$ cat config.mk
export PLATFORM = sky130hd
export DESIGN_NAME = nest_irq_ctrl
export DESIGN_NICKNAME = d
export VERILOG_FILES = /design/src/rtl/nic_pkg.sv /design/src/rtl/nic_prio_regs.sv /design/src/rtl/nic_arbiter.sv /design/src/rtl/nic_save_stack.sv /design/src/rtl/nest_irq_ctrl.sv
export SDC_FILE = /design/constraint.sdc
export NUM_CORES = 1
export LEC_CHECK = 0
export BUFFER_PORTS_ARGS = -buffer_cell sky130_fd_sc_hd__buf_2
export CAP_MARGIN = 20
export CORE_ASPECT_RATIO = 2
export CORE_MARGIN = 2
export CORE_UTILIZATION = 40
export DETAILED_ROUTE_END_ITERATION = 10
export GPL_TIMING_DRIVEN = 1
export PLACE_DENSITY = 0.63
export REMOVE_ABC_BUFFERS = 1
export SYNTH_ARGS = -nofsm -noshare
export SYNTH_HDL_FRONTEND = slang
export SYNTH_SLANG_ARGS = --single-unit
$ cat constraint.sdc
create_clock -name clk -period 40.6 [get_ports clk]
set_input_delay 4.06 -clock clk [delete_from_list [all_inputs] [get_ports clk]]
set_output_delay 4.06 -clock clk [all_outputs]
set_load 0.01 [all_outputs]
$ cat src/rtl/nic_pkg.sv
package nic_pkg;

    typedef enum logic [2:0] {
        OP_ENABLE  = 3'd0,
        OP_DISABLE = 3'd1,
        OP_RETURN  = 3'd2,
        OP_LOADCC  = 3'd3,
        OP_SLEEP   = 3'd4
    } nic_op_e;

    typedef enum logic [1:0] {
        ST_MAIN = 2'd0,
        ST_NEST = 2'd1,
        ST_FULL = 2'd2
    } nic_state_e;

    localparam logic [1:0] CODE_L0 = 2'b10;
    localparam logic [1:0] CODE_L1 = 2'b01;
    localparam logic [1:0] CODE_L2 = 2'b00;
    localparam logic [1:0] CODE_L3 = 2'b11;

    // Convert a stored priority code to its ordinal level.
    function automatic logic [1:0] code_to_lvl(input logic [1:0] code);
        unique case (code)
            CODE_L0: return 2'd0;
            CODE_L1: return 2'd1;
            CODE_L2: return 2'd2;
            default: return 2'd3;
        endcase
    endfunction

    // Convert an ordinal level back to its stored code.
    function automatic logic [1:0] lvl_to_code(input logic [1:0] lvl);
        unique case (lvl)
            2'd0:    return CODE_L0;
            2'd1:    return CODE_L1;
            2'd2:    return CODE_L2;
            default: return CODE_L3;
        endcase
    endfunction

endpackage

$ cat src/rtl/nic_prio_regs.sv
module nic_prio_regs
    import nic_pkg::*;
#(
    parameter int NUM_SRC = 14,
    parameter int REG_W   = 8,
    parameter int ADDR_W  = 2
) (
    input  logic                   clk,
    input  logic                   rst_n,
    input  logic                   we,
    input  logic [ADDR_W-1:0]      addr,
    input  logic [REG_W-1:0]       wdata,
    output logic [REG_W-1:0]       rdata,
    output logic [2*NUM_SRC-1:0]   fields
);
    localparam int PER_REG = REG_W / 2;

    logic [2*NUM_SRC-1:0] fld_q;
    logic [NUM_SRC-1:0]   hit;
    logic [2*NUM_SRC-1:0] wslice;

    // Per-field write qualification: right register, not the level-0 code.
    genvar g;
    for (g = 0; g < NUM_SRC; g++) begin : g_field
        localparam int RI = g / PER_REG;
        localparam int SL = g % PER_REG;
        assign wslice[2*g +: 2] = wdata[2*SL +: 2];
        assign hit[g] = we && (addr == ADDR_W'(RI)) && (wdata[2*SL +: 2] != CODE_L0);
    end

    always_ff @(posedge clk or negedge rst_n) begin
        if (!rst_n) begin
            fld_q <= '1;
        end else begin
            for (int i = 0; i < NUM_SRC; i++) begin
                if (hit[i]) begin
                    fld_q[2*i +: 2] <= wslice[2*i +: 2];
                end
            end
        end
    end

    always_comb begin
        rdata = '0;
        for (int i = 0; i < NUM_SRC; i++) begin
            if (addr == ADDR_W'(i / PER_REG)) begin
                rdata[2*(i % PER_REG) +: 2] = fld_q[2*i +: 2];
            end
        end
    end

    assign fields = fld_q;

endmodule

$ cat src/rtl/nic_arbiter.sv
module nic_arbiter
    import nic_pkg::*;
#(
    parameter int NUM_SRC = 14,
    parameter int SRC_W   = 4
) (
    input  logic [NUM_SRC-1:0]     req,
    input  logic [2*NUM_SRC-1:0]   fields,
    input  logic [1:0]             cur_code,
    output logic                   found,
    output logic [SRC_W-1:0]       win_idx,
    output logic [1:0]             win_code
);
    logic [1:0] cur_lvl;
    logic [1:0] lv;
    logic [1:0] win_lvl;

    // Scan upward; only a strictly higher level displaces the holder,
    // so equal levels keep the lower index.
    always_comb begin
        cur_lvl = code_to_lvl(cur_code);
        found   = 1'b0;
        win_idx = '0;
        win_lvl = 2'd0;
        lv      = 2'd0;
        for (int i = 0; i < NUM_SRC; i++) begin
            lv = code_to_lvl(fields[2*i +: 2]);
            if (req[i] && (lv > cur_lvl) && (!found || (lv > win_lvl))) begin
                found   = 1'b1;
                win_idx = SRC_W'(i);
                win_lvl = lv;
            end
        end
        win_code = lvl_to_code(win_lvl);
    end

endmodule

$ cat src/rtl/nic_save_stack.sv
module nic_save_stack #(
    parameter int DEPTH = 4,
    parameter int CNT_W = 3
) (
    input  logic             clk,
    input  logic             rst_n,
    input  logic             push,
    input  logic             pop,
    input  logic [1:0]       push_code,
    output logic [1:0]       top_code,
    output logic [CNT_W-1:0] count
);
    localparam int IW = (DEPTH > 1) ? $clog2(DEPTH) : 1;

    logic [1:0]       mem [DEPTH];
    logic [CNT_W-1:0] cnt_q;
    logic [CNT_W-1:0] top_ptr;

    assign top_ptr = cnt_q - CNT_W'(1);

    always_ff @(posedge clk or negedge rst_n) begin
        if (!rst_n) begin
            cnt_q <= '0;
        end else if (push && (cnt_q != CNT_W'(DEPTH))) begin
            cnt_q <= cnt_q + CNT_W'(1);
        end else if (pop && (cnt_q != '0)) begin
            cnt_q <= top_ptr;
        end
    end

    always_ff @(posedge clk) begin
        if (push && (cnt_q != CNT_W'(DEPTH))) begin
            mem[cnt_q[IW-1:0]] <= push_code;
        end
    end

    assign top_code = mem[top_ptr[IW-1:0]];
    assign count    = cnt_q;

endmodule

$ cat src/rtl/nest_irq_ctrl.sv
module nest_irq_ctrl
    import nic_pkg::*;
#(
    parameter int               NUM_SRC  = 14,
    parameter int               DEPTH    = 4,
    parameter int               REG_W    = 8,
    parameter int               VEC_W    = 16,
    parameter logic [VEC_W-1:0] VEC_BASE = 16'hFFFA,
    parameter logic [VEC_W-1:0] TRAP_VEC = 16'hFFFC,
    localparam int PER_REG  = REG_W / 2,
    localparam int NUM_REGS = (NUM_SRC + PER_REG - 1) / PER_REG,
    localparam int ADDR_W   = (NUM_REGS > 1) ? $clog2(NUM_REGS) : 1,
    localparam int SRC_W    = (NUM_SRC > 1) ? $clog2(NUM_SRC) : 1,
    localparam int CNT_W    = $clog2(DEPTH + 1)
) (
    input  logic               clk,
    input  logic               rst_n,
    input  logic [NUM_SRC-1:0] irq_req,
    input  logic               trap_req,
    input  logic               cmd_valid,
    input  logic [2:0]         cmd_op,
    input  logic [1:0]         cc_pri_in,
    input  logic               reg_we,
    input  logic [ADDR_W-1:0]  reg_addr,
    input  logic [REG_W-1:0]   reg_wdata,
    output logic [REG_W-1:0]   reg_rdata,
    output logic               ack,
    output logic               ack_trap,
    output logic [SRC_W-1:0]   ack_src,
    output logic [VEC_W-1:0]   ack_vec,
    output logic [1:0]         cpu_pri
);
    nic_state_e           state_q, state_nx;
    nic_op_e              op;
    logic [2*NUM_SRC-1:0] fields;
    logic                 arb_found;
    logic [SRC_W-1:0]     arb_idx;
    logic [1:0]           arb_code;
    logic [1:0]           stk_top;
    logic [CNT_W-1:0]     stk_cnt;
    logic                 can_take, take_trap, take_src, push, pop;

    assign op = nic_op_e'(cmd_op);

    nic_prio_regs #(.NUM_SRC(NUM_SRC), .REG_W(REG_W), .ADDR_W(ADDR_W)) u_regs (
        .clk    (clk),
        .rst_n  (rst_n),
        .we     (reg_we),
        .addr   (reg_addr),
        .wdata  (reg_wdata),
        .rdata  (reg_rdata),
        .fields (fields)
    );

    nic_arbiter #(.NUM_SRC(NUM_SRC), .SRC_W(SRC_W)) u_arb (
        .req      (irq_req),
        .fields   (fields),
        .cur_code (cpu_pri),
        .found    (arb_found),
        .win_idx  (arb_idx),
        .win_code (arb_code)
    );

    nic_save_stack #(.DEPTH(DEPTH), .CNT_W(CNT_W)) u_stk (
        .clk       (clk),
        .rst_n     (rst_n),
        .push      (push),
        .pop       (pop),
        .push_code (cpu_pri),
        .top_code  (stk_top),
        .count     (stk_cnt)
    );

    // Decision: a command owns the cycle; otherwise trap beats maskable.
    always_comb begin
        can_take  = (state_q != ST_FULL);
        take_trap = !cmd_valid && can_take && trap_req;
        take_src  = !cmd_valid && can_take && !trap_req && arb_found;
        push      = take_trap || take_src;
        pop       = cmd_valid && (op == OP_RETURN) && (state_q != ST_MAIN);
    end

    // Nesting state register.
    always_ff @(posedge clk or negedge rst_n) begin
        if (!rst_n) begin
            state_q <= ST_MAIN;
        end else begin
            state_q <= state_nx;
        end
    end

    always_comb begin
        state_nx = state_q;
        unique case (state_q)
            ST_MAIN: begin
                if (push) state_nx = (DEPTH == 1) ? ST_FULL : ST_NEST;
            end
            ST_NEST: begin
                if (push && (stk_cnt == CNT_W'(DEPTH - 1))) state_nx = ST_FULL;
                else if (pop && (stk_cnt == CNT_W'(1)))     state_nx = ST_MAIN;
            end
            ST_FULL: begin
                if (pop) state_nx = (DEPTH == 1) ? ST_MAIN : ST_NEST;
            end
            default: state_nx = ST_MAIN;
        endcase
    end

    // Registered outputs and CPU priority.
    always_ff @(posedge clk or negedge rst_n) begin
        if (!rst_n) begin
            ack      <= 1'b0;
            ack_trap <= 1'b0;
            ack_src  <= '0;
            ack_vec  <= '0;
            cpu_pri  <= CODE_L3;
        end else begin
            ack      <= push;
            ack_trap <= take_trap;
            if (take_trap) begin
                ack_src <= '0;
                ack_vec <= TRAP_VEC;
                cpu_pri <= CODE_L3;
            end else if (take_src) begin
                ack_src <= arb_idx;
                ack_vec <= VEC_BASE - VEC_W'({arb_idx, 1'b0});
                cpu_pri <= arb_code;
            end else if (cmd_valid) begin
                unique case (op)
                    OP_ENABLE:  cpu_pri <= CODE_L0;
                    OP_DISABLE: cpu_pri <= CODE_L3;
                    OP_RETURN:  if (state_q != ST_MAIN) cpu_pri <= stk_top;
                    OP_LOADCC:  cpu_pri <= cc_pri_in;
                    OP_SLEEP:   cpu_pri <= CODE_L0;
                    default:    cpu_pri <= cpu_pri;
                endcase
            end
        end
    end

endmodule

* Word-level counts from Yosys, hierarchy flattened
Memories as Yosys holds them, arrays and structs flattened.
Index checks and enable logic that the tools add are counted.
W data, S select, Z words.
** Word-level totals
- Flip-flop bits (word level) :: 57
- Bits in writable memories :: 8
- Input port bits :: 34
- Output and inout port bits :: 32
- Word-level logic and storage cells :: 306
- Memories :: 1
** Cells by class
- $add $sub $neg :: 3
- Order comparisons :: 27
- Equal/unequal tests :: 53
- Muxes and demuxes :: 89
- Reduce and logical (&&, ||, !) cells :: 112
** Memories
- u_stk.mem :: depth 4, bits a word 2, read ports 1, clocked after Yosys merged registers in 0, wr ports 1, line nic_save_stack.sv:15 : logic [1:0] mem [DEPTH];
** Operators with widths (count)
- $pmux W2 S3 :: 17
- $mux W2 :: 38
- $logic_and A1 B1 Y1 :: 55
- $gt A2 B2 Y1 :: 27
- $eq A2 B2 Y1 const B :: 19
- $eq A2 B1 Y1 const B :: 18
- $logic_not A2 Y1 :: 18
- $mux W16 :: 2
- $mux W4 :: 8
- $mux W3 :: 6
- $mux W1 :: 17
- $logic_not A1 Y1 :: 15
- $logic_or A1 B1 Y1 :: 14
- $ne A2 B2 Y1 const B :: 7
- $eq A3 B2 Y1 const B :: 3
- $pmux W2 S4 :: 1
- $sub A4 B6 Y7 const A :: 1
- $eq A3 B1 Y1 const B :: 2
- $ne A3 B3 Y1 const B :: 2
- $reduce_and A3 Y1 :: 2
- $reduce_bool A2 Y1 :: 3
- $reduce_bool A3 Y1 :: 2
- $reduce_bool A6 Y1 :: 1
- $ne A4 B3 Y1 const B :: 1
- other kinds (5) :: 5

* Depth between registers and ports, before layout
- Word-level depth :: 62
- Mapped depth :: 98
- Gate-level depth less buffers :: 94

* By module
Synthesis repeated with hierarchy kept, for this count alone.
** Second synthesis, totals
- Cell total of the unflattened synthesis :: 573
- Area total of the unflattened synthesis :: 5560.3 µm²
** Modules (own cells, without submodules)
- nic_arbiter :: times used 1, cells an instance 342, area each 2616.3 µm², seq. area each 0.0 µm²
- nic_prio_regs :: times used 1, cells an instance 106, area each 1458.9 µm², seq. area each 735.7 µm²
- nest_irq_ctrl :: times used 1, cells an instance 82, area each 887.1 µm², seq. area each 402.9 µm²
- nic_save_stack :: times used 1, cells an instance 43, area each 598.1 µm², seq. area each 315.3 µm²

* Worst setup path before layout
No wires, ideal clock.
- Kind :: input port to flip-flop
- Start :: in irq_req[0]
- End :: reg ack_vec[4]
- Setup time :: 0.137 ns
- Arrival :: 19.642 ns
- Data required time :: 40.463 ns
- Path slack :: 20.822 ns
- Stages :: 90
- Path buffers :: 4
- Path through :: a21boi_0 > o21a_4 > nand2_1 > ha_1 > nor2b_1 > o21ai_0 > a21oi_1 > a21oi_1 > ha_1 > nor2b_1 > o21ai_0 > o21ai_1 > a221oi_1 > o21bai_1 > ha_1 > nor2b_1 > o21ai_0 > o31a_1 > (+54 left out) > o21ai_0 > o32ai_1 > ha_1 > nand2_1 > o21ai_0 > a21oi_1 > inv_1 > a31o_1 > a211oi_4 > ha_1 > nand2_1 > o21ai_0 > a21oi_1 > inv_1 > o211ai_1 > ha_1 > xor2_1 > a21oi_1
** On the way
- Longest elaborated chain between the ends :: 57
- Elaborated cells on any way between the ends :: 98
- Classes of those cells :: add/sub (1); order compare (13); mux (42); reduce/logical (42)
** RTL lines
- start, declared :: line nest_irq_ctrl.sv:18 : input logic [NUM_SRC-1:0] irq_req,
- $logic_and A1 B1 Y1 * :: line nic_arbiter.sv:28 : if (req[i] && (lv > cur_lvl) && (!found || (lv > win_lvl))) begin
- $mux W2 or $mux W1 (tied branches) :: line nic_arbiter.sv:28
- $gt A2 B2 Y1 or $logic_not A1 Y1 (tied branches) :: line nic_arbiter.sv:28
- $logic_or A1 B1 Y1 :: line nic_arbiter.sv:28
- $logic_and A1 B1 Y1 :: line nic_arbiter.sv:28
- $mux W2 or $mux W1 (tied branches) :: line nic_arbiter.sv:28
- $gt A2 B2 Y1 or $logic_not A1 Y1 (tied branches) :: line nic_arbiter.sv:28
- $logic_or A1 B1 Y1 :: line nic_arbiter.sv:28
- (+41 left out)
- $mux W2 or $mux W1 (tied branches) :: line nic_arbiter.sv:28
- $gt A2 B2 Y1 or $logic_not A1 Y1 (tied branches) :: line nic_arbiter.sv:28
- $logic_or A1 B1 Y1 :: line nic_arbiter.sv:28
- $logic_and A1 B1 Y1 :: line nic_arbiter.sv:28
- $mux W4 :: line nic_arbiter.sv:28
- $sub A4 B6 Y7 :: line nest_irq_ctrl.sv:126 : ack_vec <= VEC_BASE - VEC_W'({arb_idx, 1'b0});
- $mux W16 :: line nest_irq_ctrl.sv:124 : end else if (take_src) begin
- $mux W16 :: line nest_irq_ctrl.sv:120 : if (take_trap) begin
- end signal, assigned :: line nest_irq_ctrl.sv:126
- end, declared :: line nest_irq_ctrl.sv:30 : output logic [VEC_W-1:0] ack_vec,
Mark *: on every way between the ends. The rest lies on a longest branch, timed or not. The select of a mux whose other input is x is not followed.
A chain may end at the register's enable or synchronous reset.

* Final worst setup path
Same ends and word-level chain as after synthesis.

==> summary.txt <==
Status: completed
Total global-route track usage: 20.7%
Layout Nets: 754
Worst slack, placed: 18330 ps
CTS root buffer: clkbuf_16
Vias: 4418
Post-synthesis mux area share: 4.53%
Slowest-stage cell, CP: o22ai_1
CP Launch Type: input port
Buf/Inv on CP: 3
Reg2Reg Setup Slack: 20640 ps
Crit path capture type: flip-flop
Final Slew Violations: 0
Final wirelength: 13900 um
Asr flop ratio synth: 85.5%
# diodes: 0
Post-CTS resize count: 0
Library cells used by synthesis: 72
CTS sink count: 55
Worst Path Arrival: 22270 ps
Grt ovf: 0
Fin. Hold Viols: 0
Iter 0 DRT Violations: 171
Top cells by area, synth: ha_1 22%, dfstp_2 15%, dfrtp_1 8.3%, nand2_1 5.5%, edfxtp_1 4.7%
Synth warn: 0
Min-delay worst type: flip-flop to flip-flop
Final WS setup: 18480 ps
HP Start: ack_src[0]
Antenna violations before repair: 0
First-pass GRT wire length: 22700 um
Post-DP HPWL: 11600 um
Register-to-Register Path Depth: 90
Mapped Cells: 575
Post-CTS Setup Bufs: 0
Worst EP required: 40750 ps
Die X: 84.1 um
Cell with the most instances after synthesis: ha_1
Worst r2r src: cpu_pri[1]
Max-cap check violation count: 0
Synth Flop Type: dfstp_2
Site Rows: 58
Final hold slack: 484 ps
Antenna Nets Post-Route: 0
Non-filler cells, final: 780
Reg area: 0.00145 mm^2
Hold endpoint: ack_src[0]
Die area: 0.0138 mm^2
Clk pin slew, worst setup/hold paths: 70 ps
CTS tree: yes
CP peak stage delay: 580 ps
CTS hold repair buffers: 0
Number of synthesized flops with an enable pin: 8
Fmax: 0.0452 GHz
Reg2Reg Capture Point: ack_vec[4]
I/O Buffers: 64
Max_slew headroom: 50.2%
Placer Congestion: 0.952
Largest net degree at the start of global routing: 48
Htree depth: 2
Commonest cells post-synth: 91 x ha_1, 75 x nand2_1, 47 x o21ai_0, 43 x nor2_1
Io pins: 66
Yosys reg bits: 55
Synth area leader: ha_1
TritonRoute pass-1 iters: 5
XOR/XNOR Fraction of Synth Area: 0.341%
Maximum buffer depth of the clock tree: 2
Clock Skews: 3.37 ps
RSZ-0062 raised after global routing: no
Via density: 5.66
Sequential share of the synthesized area: 28.3%
Syn_area_per_cell: 8.94 um^2
Top-area cell type share of the netlist area: 22.2%
Setup CP Type: input port to flip-flop
Most frequent CP cell: ha_1
Vias in the first global route: 4736
Fillers: 1239
Placed Cells: 771
Final min period: 22120 ps
Main combinational cell family by area after synthesis: adder cells
Core Box Area: 0.0126 mm^2
Worst-Skew Late Latency: 300 ps
Initial core utilization: 40.9%
Simple-gate share of the synthesized area: 18.2%
Final Cycle Share: 54.5%
Slew @ Worst Pin: 747 ps
Multi-input logic area: 0.00344 mm^2
Delay-heaviest family, CP: compound AO/OA/AOI/OAI gates
Post-synthesis adder-cell area fraction: 22.2%
Setup-failing EPs final: 0
Fraction of layout cells with a size suffix above 1: 20.5%
TNS Setup: 0 ps
Area growth, synth to finish: 11.1%
CTS buffer count: 5
Hold Path Depth: 2
Mapped Area: 0.00514 mm^2
Die height: 164 um
Compound-cell area share of the yosys netlist: 21.6%
Critical Path Fanout Max: 11
DRC viols: 0
DR WL/cell: 17.8 um
==> final cells by class <==
class,count,share of cell area (%)
multi-input combinational,465,60.2
sequential,55,25.5
clock inverter,3,0.394
timing repair buffer,66,6.09
tap,150,3.29
inverter,36,2.37
clock buffer,5,2.19
==> placed cells by master (no fill, tap or decap), types with 9 or more instances in the layout <==
cell / n
nor2b_1: 25
o211ai_1: 15
o21ai_0: 47
dfrtp_1: 17
and2_1: 9
buf_2: 64
ha_1: 91
dfstp_2: 30
a21oi_1: 36
nand2_1: 75
inv_1: 36
nor2_1: 43
==> metal layers <==
| layer | vias up | wire length (um) | part of all wire, % | track usage (%) |
|---|---|---|---|---|
| li1 | 2180 | - | - | - |
| met3 | 47 | 326 | 2.3 | 2.86 |
| met1 | 2100 | 4650 | 33 | 18.4 |
| met2 | 91 | 8070 | 58 | 41.9 |
| met4 | 0 | 860 | 6.2 | 13.3 |
| met5 | - | 0 | 0 | 0 |
==> cell families after synthesis <==
logic type	Yosys count
flops	55
xor+xnor	2
other cells	1
simple gates	191
mux	15
fa+ha+maj	91
buf+inv	55
compound gates	165
==> worst max-delay path by stage <==
| stage | start | to | slack (ps) | cells after the start |
|---|---|---|---|---|
| after floorplan | irq_req[0] | ack_vec[4] | 20990 | 86 |
| after global placement | irq_req[0] | ack_vec[4] | 18770 | 86 |
| after detailed placement | irq_req[0] | ack_vec[4] | 18330 | 86 |
| after CTS | irq_req[0] | ack_vec[4] | 18540 | 86 |
| after global routing | irq_req[0] | ack_vec[4] | 16440 | 88 |
| final | irq_req[0] | ack_vec[4] | 18480 | 87 |
==> worst register-to-register path: cells and delay by family, from the launching register on <==
| kind | cells | cell delay, ps |
|---|---|---|
| simple gates | 17 | 2970 |
| compound gates | 52 | 10880 |
| flops | 1 | 610 |
| xor+xnor | 1 | 140 |
| buf+inv | 3 | 450 |
| mux | 1 | 380 |
| fa+ha+maj | 16 | 4410 |
==> flip-flops by register name, summed over array words and instances (netlist names) <==
register       flops
ack_vec            6
ack                1
cpu_pri            2
u_stk.mem          8
u_stk.count        3
ack_trap           1
ack_src            4
u_regs.fields     28
state_q            2
==> metrics by stage <==
stage          util (%)  instance area (um^2)
2_1_floorplan         -                  5030
3_3_place_gp       44.1                  5540
3_5_place_dp       44.1                  5540
4_1_cts            45.3                  5690
5_1_grt            45.5                  5710
6_report           45.5                  5710
Power is not shown: default switching activity piles up to over one toggle a cycle in this logic, so the estimate is an artifact.
